$ cat src/rtl/boardlim_pkg.sv
package boardlim_pkg;

    typedef enum logic [1:0] {
        ACT_HOLD  = 2'd0,
        ACT_STEP  = 2'd1,
        ACT_CLEAR = 2'd2
    } tally_act_e;

    function automatic int tally_width(input int cap);
        return $clog2(cap + 1);
    endfunction

endpackage

$ cat src/rtl/boardlim_edge.sv
module boardlim_edge (
    input  logic clk,
    input  logic rst,
    input  logic level_i,
    output logic rise_o
);
    logic level_q;

    always_ff @(posedge clk) begin
        if (rst) level_q <= 1'b0;
        else     level_q <= level_i;
    end

    assign rise_o = level_i & ~level_q;

    // A level held high gives a single rise
    assert_single_rise_R1: assert property (@(posedge clk) disable iff (rst)
        rise_o |=> !rise_o);
endmodule

$ cat src/rtl/boardlim_arbiter.sv
module boardlim_arbiter
    import boardlim_pkg::*;
(
    input  logic       depart_i,
    input  logic       rise_i,
    input  logic       full_i,
    output tally_act_e act_o
);
    always_comb begin
        if (depart_i)              act_o = ACT_CLEAR;
        else if (rise_i && !full_i) act_o = ACT_STEP;
        else                        act_o = ACT_HOLD;
    end
endmodule

$ cat src/rtl/boardlim_tally.sv
module boardlim_tally
    import boardlim_pkg::*;
#(
    parameter int CAPACITY = 230
) (
    input  logic       clk,
    input  logic       rst,
    input  tally_act_e act_i,
    input  logic       depart_i,
    output logic       full_o
);
    localparam int CNT_W = tally_width(CAPACITY);
    localparam logic [CNT_W-1:0] CAP_V = CNT_W'(CAPACITY);

    logic [CNT_W-1:0] cnt_q;

    always_ff @(posedge clk) begin
        if (rst) begin
            cnt_q <= '0;
        end else begin
            unique case (act_i)
                ACT_CLEAR: cnt_q <= '0;
                ACT_STEP:  cnt_q <= cnt_q + 1'b1;
                default:   cnt_q <= cnt_q;
            endcase
        end
    end

    assign full_o = (cnt_q == CAP_V);

    assert_no_overflow_R3: assert property (@(posedge clk) disable iff (rst)
        cnt_q <= CAP_V);

    assert_lock_holds_R3: assert property (@(posedge clk) disable iff (rst)
        (full_o && !depart_i) |=> full_o);

    assert_depart_release_R4: assert property (@(posedge clk) disable iff (rst)
        depart_i |=> (cnt_q == '0));

    assert_step_one_R1: assert property (@(posedge clk) disable iff (rst)
        !depart_i |=> (cnt_q == $past(cnt_q) || cnt_q == $past(cnt_q) + 1'b1));

    assert_reset_clear_R6: assert property (@(posedge clk)
        rst |=> (cnt_q == '0));
endmodule

$ cat src/rtl/boardlim_top.sv
module boardlim_top
    import boardlim_pkg::*;
#(
    parameter int CAPACITY = 230
) (
    input  logic clk,
    input  logic rst,
    input  logic pass_i,
    input  logic depart_i,
    output logic lock_o
);
    logic       rise;
    logic       full;
    tally_act_e act;

    boardlim_edge u_edge (
        .clk     (clk),
        .rst     (rst),
        .level_i (pass_i),
        .rise_o  (rise)
    );

    boardlim_arbiter u_arb (
        .depart_i (depart_i),
        .rise_i   (rise),
        .full_i   (full),
        .act_o    (act)
    );

    boardlim_tally #(.CAPACITY(CAPACITY)) u_tally (
        .clk      (clk),
        .rst      (rst),
        .act_i    (act),
        .depart_i (depart_i),
        .full_o   (full)
    );

    assign lock_o = full;

    // Departure together with a passage edge never leaves the tally stepped
    assert_depart_wins_R5: assert property (@(posedge clk) disable iff (rst)
        (depart_i && rise) |-> (act == ACT_CLEAR));
endmodule

$ cat config.mk
export PLATFORM = sky130hd
export DESIGN_NAME = boardlim_top
export DESIGN_NICKNAME = d
export VERILOG_FILES = /design/src/rtl/boardlim_pkg.sv /design/src/rtl/boardlim_edge.sv /design/src/rtl/boardlim_arbiter.sv /design/src/rtl/boardlim_tally.sv /design/src/rtl/boardlim_top.sv
export SDC_FILE = /design/constraint.sdc
export NUM_CORES = 1
export LEC_CHECK = 0
export BUFFER_PORTS_ARGS = -buffer_cell sky130_fd_sc_hd__buf_2
export CORE_AREA = 2 2 39 41
export CTS_CLUSTER_SIZE = 30
export DETAILED_ROUTE_END_ITERATION = 16
export DIE_AREA = 0 0 41 43
export PLACE_DENSITY = 0.6
export SYNTH_ARGS = -nofsm -noshare
export SYNTH_HDL_FRONTEND = slang
export SYNTH_SLANG_ARGS = --single-unit
export TNS_END_PERCENT = 100
$ cat constraint.sdc
create_clock -name clk -period 1.9 [get_ports clk]
set_input_delay 0.19 -clock clk [delete_from_list [all_inputs] [get_ports clk]]
set_output_delay 0.19 -clock clk [all_outputs]
set_load 0.01 [all_outputs]
Word-level counts from Yosys, hierarchy flattened
Cells that the tools add are included.
{"block": "totals", "regBits": 9, "inputBits": 4, "out_inout_bits": 1, "word_cells": 14}
{"block": "op_classes", "addsub": 1, "eq_ne": 3, "mux": 3, "bitwise_logic": 2, "n_reduce_logical": 3}
{"operator": "$pmux 8 s2", "count": 1}
{"operator": "$add 8x1->8 const B", "count": 1}
{"operator": "$eq 8x8->1 const B", "count": 1}
{"operator": "$eq 2x1->1 const B", "count": 1}
{"operator": "$eq 2x2->1 const B", "count": 1}
{"operator": "$mux 2", "count": 1}
{"operator": "$reduce_bool 2->1", "count": 1}
{"operator": "$and 1x1->1", "count": 1}
{"operator": "$logic_and 1x1->1", "count": 1}
{"operator": "$logic_not 1->1", "count": 1}
{"operator": "$mux 1", "count": 1}
{"operator": "$not 1->1", "count": 1}

Logic depth before layout (Yosys ltp)
Gate-level depths: netlist of run 1.
{"block": "logic_depth", "word_depth": 7, "ltp_mapped": 5, "depth_no_buf": 5}

Cells and area by module
A second synthesis of run 1 with hierarchy kept.
{"block": "hier_totals", "cells_unflattened": 49, "area_unflattened_um2": 489.2}
{"module": "boardlim_tally", "instances": 1, "cells_per_inst": 44, "area_per_inst_um2": 421.7, "seq_area_each_um2": 160.2}
{"module": "boardlim_edge", "instances": 1, "cells_per_inst": 3, "area_per_inst_um2": 47.5, "seq_area_each_um2": 20.0}
{"module": "boardlim_arbiter", "instances": 1, "cells_per_inst": 2, "area_per_inst_um2": 20.0, "seq_area_each_um2": 0.0}

Worst setup path before layout of run 1
OpenSTA, ideal clock, no wires.
{"block": "synth_path", "kind": "flip-flop to flip-flop", "from": "register u_tally.cnt_q[0]", "to": "register u_tally.cnt_q[0]", "setup_time_ns": 0.120, "arrival_ns": 1.311, "required_ns": 1.780, "setup_slack_ns": 0.469, "stages_incl_launch_ff": 6, "n_path_buf": 0, "period_less_slack_ns": 1.431, "cell_sequence": "dfxtp_1 -> inv_1 -> ha_1 -> and2_1 -> a311o_1 -> mux2i_1"}
{"block": "synth_between", "elab_chain_len": 7, "word_cells_on_any_way": 10, "cone_classes": "add/sub (1); eq/ne (3); mux (3); reduce/logical (3)"}
{"item": "from (decl)", "line": "boardlim_tally.sv:15", "rtl": "logic [CNT_W-1:0] cnt_q;"}
{"item": "from (signal assigned)", "line": "boardlim_tally.sv:23", "rtl": "ACT_STEP: cnt_q <= cnt_q + 1'b1;"}
{"item": "from (signal assigned)", "line": "boardlim_tally.sv:24", "rtl": "default: cnt_q <= cnt_q;"}
{"item": "$eq 8x8->1", "line": "boardlim_tally.sv:29", "rtl": "assign full_o = (cnt_q == CAP_V);"}
{"item": "$logic_not 1->1", "line": "boardlim_arbiter.sv:11", "rtl": "else if (rise_i && !full_i) act_o = ACT_STEP;"}
{"item": "$logic_and 1x1->1", "line": "boardlim_arbiter.sv:11"}
{"item": "$mux 1", "line": "boardlim_arbiter.sv:11"}
{"item": "$mux 2", "line": "boardlim_arbiter.sv:10", "rtl": "if (depart_i) act_o = ACT_CLEAR;"}
{"item": "$eq 2x1->1 / $eq 2x2->1 (equally long branches)", "line": "boardlim_tally.sv:21", "rtl": "unique case (act_i)"}
{"item": "$pmux 8 s2 / $reduce_bool 2->1 (equally long branches)"}
Several ways; a longest one is shown, not always the timed one.
A chain may end at the register's enable or synchronous reset.

Final worst setup path of run 1
{"block": "layout_path", "from": "register u_tally.cnt_q[0]", "to": "output lock_o"}
{"block": "layout_between", "elab_chain_len": 1}
{"item": "$eq 8x8->1", "line": "boardlim_tally.sv:29"}
{"item": "to (decl)", "line": "boardlim_top.sv:10", "rtl": "output logic lock_o"}
Every way passes these cells.

==> results.py, run 1 <==
metrics = {
    "outcome": {
        "status": "finished clean",
    },
    "power_and_ir_drop": {
        "swShare_pct": 22.7,
        "netSwitchingPower_mw": 0.0827,
        "ir_drop_v": 0.000318,
        "power.internal_mw": 0.281,
        "pwr-share-comb_pct": 5.2,
        "total_leakage_power_nw": 0.223,
        "seqPwrFrac_pct": 53.3,
        "p_per_area_mw_per_mm2": 664,
        "clockPowerShare_pct": 41.5,
    },
    "detailed_routing": {
        "first_pass_iters": 3,
        "vias": 405,
        "drc": 0,
        "wl_per_cell_um": 11.4,
        "first_iter_violations": 3,
        "vias_per_cell": 5.33,
        "ant_nets": 0,
        "wirelength_um": 869,
    },
    "synth": {
        "synth_edf_count": 0,
        "synth_ff_type": "dfxtp_1",
        "synth_top_cell_area_share_pct": 37.4,
        "synth.yosys.seq_area_share_pct": 37.4,
        "ys_top_cells_by_count": "9 x dfxtp_1, 5 x a21oi_1, 5 x nand2_1",
        "ys_warn_count": 0,
        "avgSynthCellArea_um2": 9.26,
        "syn_area_um2": 482,
        "synth_nets": 58,
        "ys_seq_elements": 9,
        "async_reset_ff_share_pct": 0,
        "synthTopCellsByArea": "dfxtp_1 37%, mux2i_1 6.2%, a21oi_1 5.2%",
        "post-synth-top-area-cell": "dfxtp_1",
        "synthCells": 52,
        "ys_types": 22,
        "yosysMostFrequentCell": "dfxtp_1",
    },
    "global_route": {
        "grt_pass1_vias": 383,
        "grtUsageTotal_pct": 13.7,
        "gr-usage-met3_pct": 3.14,
        "antenna_found_initial": 0,
        "grtUsageMet2_pct": 19.1,
        "overflow": 0,
        "busiest_layer": "met2",
        "grt_start_max_net_pins": 7,
        "met1_usage_pct": 17.6,
        "grt_pass1_wl_mm": 1.59,
    },
    "place": {
        "hpwl_um": 672,
        "dpl-instance-area_um2": 522,
        "io_buffer_count": 4,
        "gp_congestion": 0.683,
    },
    "clocking": {
        "cts_buffer_depth": 2,
        "clkTransAtPathRegs_ns": 0.06,
        "cts-resized-gates": 0,
        "root_buffer": "clkbuf_4",
        "h-tree-depth": 1,
        "insertion_delay_ns": 0.26,
        "postCtsSetupBuffers": 0,
        "ctsHoldBuffers": 0,
        "cts_buffers": 3,
        "tritoncts": "built",
        "cts_sinks": 9,
    },
    "sta": {
        "finClkSkew_ns": 0.00299,
        "setup_violations": 0,
        "fin_tns_setup_ns": 0,
        "period_share_pct": 86.1,
        "rsz0062_at_grt": "no",
        "tightest_slew_ns": 0.308,
        "maxSlewHeadroom_pct": 79.4,
        "layout_min_cycle_time_ns": 1.64,
        "drv_slew": 0,
        "hold_violations": 0,
        "fmax_mhz": 611,
    },
    "hold_path": {
        "hp-class": "in2reg",
    },
    "final_layout": {
        "fin_area_um2": 548,
        "syn2layout_area_growth_pct": 13.8,
        "drive_above_1_share_pct": 16.7,
        "num_antenna_cells": 0,
        "final_nets": 67,
        "nFillCells": 141,
        "multi_input_area_um2": 287,
        "seq_area_um2": 180,
    },
    "job": {
        "max_cap_violations": 0,
    },
    "die": {
        "fp.dieArea_mm2": 0.00176,
        "io_pins": 5,
        "core-area_mm2": 0.00138,
        "initial_utilization_pct": 34.8,
        "die_w_um": 41,
        "rows": 14,
        "die_h_um": 43,
    },
    "critical_path": {
        "required_ns": 1.71,
        "critPathKind": "reg2out",
        "cp-start-kind": "flip-flop",
        "arrival_ns": 1.45,
        "critPathMaxFanout": 4,
        "end_kind": "output port",
    },
}
[registers in the layout (all words and copies together) (netlist names)]
name	flops
u_tally.cnt_q	8
u_edge.level_q	1
[final timing paths]
| kind | start | to | slack [ns] | cells after the start |
|---|---|---|---|---|
| worst min-delay path | rst | u_edge.level_q | 0.11 | 2 |
| worst min register to register | u_tally.cnt_q[7] | u_tally.cnt_q[7] | 0.49 | 2 |
| worst max-delay path | u_tally.cnt_q[0] | lock_o | 0.26 | 5 |
| worst max register to register | u_tally.cnt_q[0] | u_tally.cnt_q[0] | 0.40 | 5 |
[final cells by class]
class	instances	share of cell area, %
clock buffer	4	4.79
sequential	9	32.9
timing repair buffer	4	3.65
multi-input combinational	39	52.3
tap	16	3.65
inverter	4	2.74
[cells by family (layout without fill, tap and decap cells)]
group,after synthesis,in the layout,share of synthesized area (%)
buffers and inverters,4,12,3.12
muxes,3,3,6.23
AOI/OAI and AO/OA,12,12,15.1
DFF,9,9,37.4
adders and majority gates,2,2,5.19
and+or+nand+nor,22,22,33.0
[power by group through the flow]
| stage | Clock (mW) | Combinational, mW | Sequential [mW] |
|---|---|---|---|
| 3_5_place_dp | 0 | 0.0195 | 0.198 |
| 3_3_place_gp | 0 | 0.0192 | 0.198 |
| 4_1_cts | 0.153 | 0.0195 | 0.194 |
| 2_1_floorplan | 0 | 0.0118 | 0.198 |
| 6_report | 0.151 | 0.0189 | 0.194 |
| 5_1_grt | 0.161 | 0.0221 | 0.194 |
[per-layer routing]
| metal | part of all wire [%] | wire [um] |
|---|---|---|
| met5 | 0 | 0 |
| met4 | 3.1 | 27 |
| met3 | 4.1 | 36 |
| met2 | 46 | 398 |
| met1 | 47 | 407 |
[worst max-delay path, cell delays in order (launching register included)]
cell and delay [ns]:
dfxtp_1 0.41, inv_1 0.08, ha_1 0.19, and2_1 0.18, and3_1 0.19, buf_2 0.13
[through the flow]
| stage | power [mW] | cells | worst slack, ns | hold WS (ns) | util [%] |
|---|---|---|---|---|---|
| floorplan | 0.210 | 52 | 0.469 | 0.257 | - |
| global placement | 0.217 | 72 | 0.421 | 0.390 | 37.7 |
| detailed placement | 0.218 | 72 | 0.400 | 0.392 | 37.7 |
| CTS | 0.367 | 76 | 0.256 | 0.114 | 39.6 |
| global route | 0.378 | 76 | 0.204 | 0.125 | 39.6 |
| finish | 0.364 | 76 | 0.264 | 0.110 | 39.6 |
[cell usage in the layout (no fill, tap or decap)]
cell type	count
a21oi_1	5
clkbuf_4	3
clkbuf_1	1
inv_1	4
nand4b_4	1
and2_1	1
or4_1	1
or3_1	4
a311o_1	1
nand3_1	2
and3_1	1
nand2_1	5
nand4_1	1
ha_1	2
o21ai_0	3
o31ai_1	1
nor2_1	2
dfxtp_1	9
buf_2	4
mux2i_1	3
nand3b_1	1
a211oi_1	2
nor4bb_4	1
nand4b_1	1
or2_2	1
No activity file was read; power rests on OpenSTA's default activity.
==> run 2: changes to the inputs <==
GPL_TIMING_DRIVEN = 0   (was not set)
==> results.py, run 2 (synthesized netlist as in run 1, its figures left out) <==
metrics = {
    "detailed_routing": {
        "first_iter_violations": 7,
        "drc": 0,
        "vias": 411,
        "dr.max_layer_used": "met4",
        "wl_met3_um": 40,
        "ant_nets": 0,
        "wl_per_cell_um": 11.2,
        "wirelength_um": 854,
        "vias_per_cell": 5.41,
        "routed-wl-met2_um": 395,
        "wl_met1_um": 396,
        "first_pass_iters": 4,
    },
    "power_and_ir_drop": {
        "power_mw": 0.361,
        "ir_drop_v": 0.000355,
        "seqPwrFrac_pct": 53.8,
        "pwr-share-comb_pct": 5.3,
        "total_leakage_power_nw": 0.223,
        "netSwitchingPower_mw": 0.0795,
        "swShare_pct": 22.1,
        "power.internal_mw": 0.281,
        "p_per_area_mw_per_mm2": 658,
        "clockPowerShare_pct": 40.9,
    },
    "sta": {
        "layout_min_cycle_time_ns": 1.66,
        "rsz0062_at_grt": "no",
        "hold_violations": 0,
        "fin_ws_ns": 0.239,
        "period_share_pct": 87.4,
        "maxSlewHeadroom_pct": 78.7,
        "setup_violations": 0,
        "drv_slew": 0,
        "fmax_mhz": 602,
        "finClkSkew_ns": 0.00592,
        "fin_tns_setup_ns": 0,
        "tightest_slew_ns": 0.317,
    },
    "clocking": {
        "root_buffer": "clkbuf_4",
        "postCtsSetupBuffers": 0,
        "insertion_delay_ns": 0.26,
        "cts_buffers": 3,
        "h-tree-depth": 1,
        "clkTransAtPathRegs_ns": 0.06,
        "cts_buffer_depth": 2,
        "cts_sinks": 9,
        "tritoncts": "built",
        "cts-resized-gates": 0,
        "ctsHoldBuffers": 0,
    },
    "final_layout": {
        "regMostFlops": "u_tally.cnt_q",
        "final_nets": 67,
        "nFillCells": 154,
        "drive_above_1_share_pct": 16.7,
        "top_regs": "u_tally.cnt_q: 8 flops, u_edge.level_q: 1 flops",
        "final_cell_mix": "9 x dfxtp_1, 5 x a21oi_1, 5 x nand2_1",
        "syn2layout_area_growth_pct": 13.8,
        "num_antenna_cells": 0,
        "layout_commonest_cell": "dfxtp_1",
        "largest_reg_flops": 8,
    },
    "job": {
        "max_cap_violations": 0,
    },
    "global_route": {
        "grtUsageTotal_pct": 13.7,
        "overflow": 0,
        "grt_pass1_wl_mm": 1.64,
        "antenna_found_initial": 0,
        "grt_pass1_vias": 389,
        "grt_start_max_net_pins": 7,
    },
    "critical_path": {
        "arrival_ns": 1.47,
        "cp-start-kind": "flip-flop",
        "end_kind": "output port",
        "required_ns": 1.71,
        "critPathMaxFanout": 4,
        "critPathKind": "reg2out",
    },
    "place": {
        "io_buffer_count": 4,
        "post-place-ws_ns": 0.355,
        "hpwl_um": 702,
        "gp_congestion": 0.704,
    },
    "outcome": {
        "status": "finished clean",
    },
    "die": {
        "io_pins": 5,
        "fp.dieArea_mm2": 0.00176,
        "core-area_mm2": 0.00138,
        "initial_utilization_pct": 34.8,
        "die_h_um": 43,
        "die_w_um": 41,
        "rows": 14,
    },
    "hold_path": {
        "hp-class": "in2reg",
    },
}
-- run 2: cell counts in the layout (fill, tap and decap cells not counted) --
No cell type changed its count.
-- run 2: area by class of cell --
class                      count  area (um2)  share of cell area, %
multi-input combinational     39         287                   52.3
sequential                     9         180                   32.9
clock buffer                   4        26.3                   4.79
timing repair buffer           4        20.0                   3.65
tap                           16        20.0                   3.65
inverter                       4        15.0                   2.74
-- run 2: stage by stage --
stage               hold slack, ns  cells  area (um2)  util [%]
global placement             0.388     72         522      37.7
finish                       0.115     76         548      39.6
CTS                          0.113     76         548      39.6
floorplan                    0.257     52         482         -
detailed placement           0.390     72         522      37.7
global route                 0.115     76         548      39.6
-- run 2: routing by layer --
metal | up-vias | global-route usage [%]
met2 | 10 | 17.8
met4 | 0 | 6.00
met3 | 3 | 4.71
li1 | 208 | -
met5 | - | 0
met1 | 190 | 19.9
-- run 2: critical path: stages, from the launching register on --
cell and delay, ns:
dfxtp_1 0.42, inv_1 0.08, ha_1 0.20, and2_1 0.19
and3_1 0.19, buf_2 0.13
-- run 2: final timing paths --
| path | startpoint | endpoint | slack, ns | cells past startpoint |
|---|---|---|---|---|
| min | rst | u_edge.level_q | 0.12 | 2 |
| max | u_tally.cnt_q[0] | lock_o | 0.24 | 5 |
| min reg2reg | u_tally.cnt_q[7] | u_tally.cnt_q[7] | 0.48 | 2 |
| max reg2reg | u_tally.cnt_q[0] | u_tally.cnt_q[0] | 0.36 | 5 |
-- run 2: power by group through the flow --
stage,clock network (mW),registers (mW),logic (mW)
floorplan,0,0.198,0.0118
global placement,0,0.198,0.0192
detailed placement,0,0.198,0.0196
CTS,0.152,0.194,0.0197
global route,0.164,0.194,0.0223
finish,0.147,0.194,0.0191
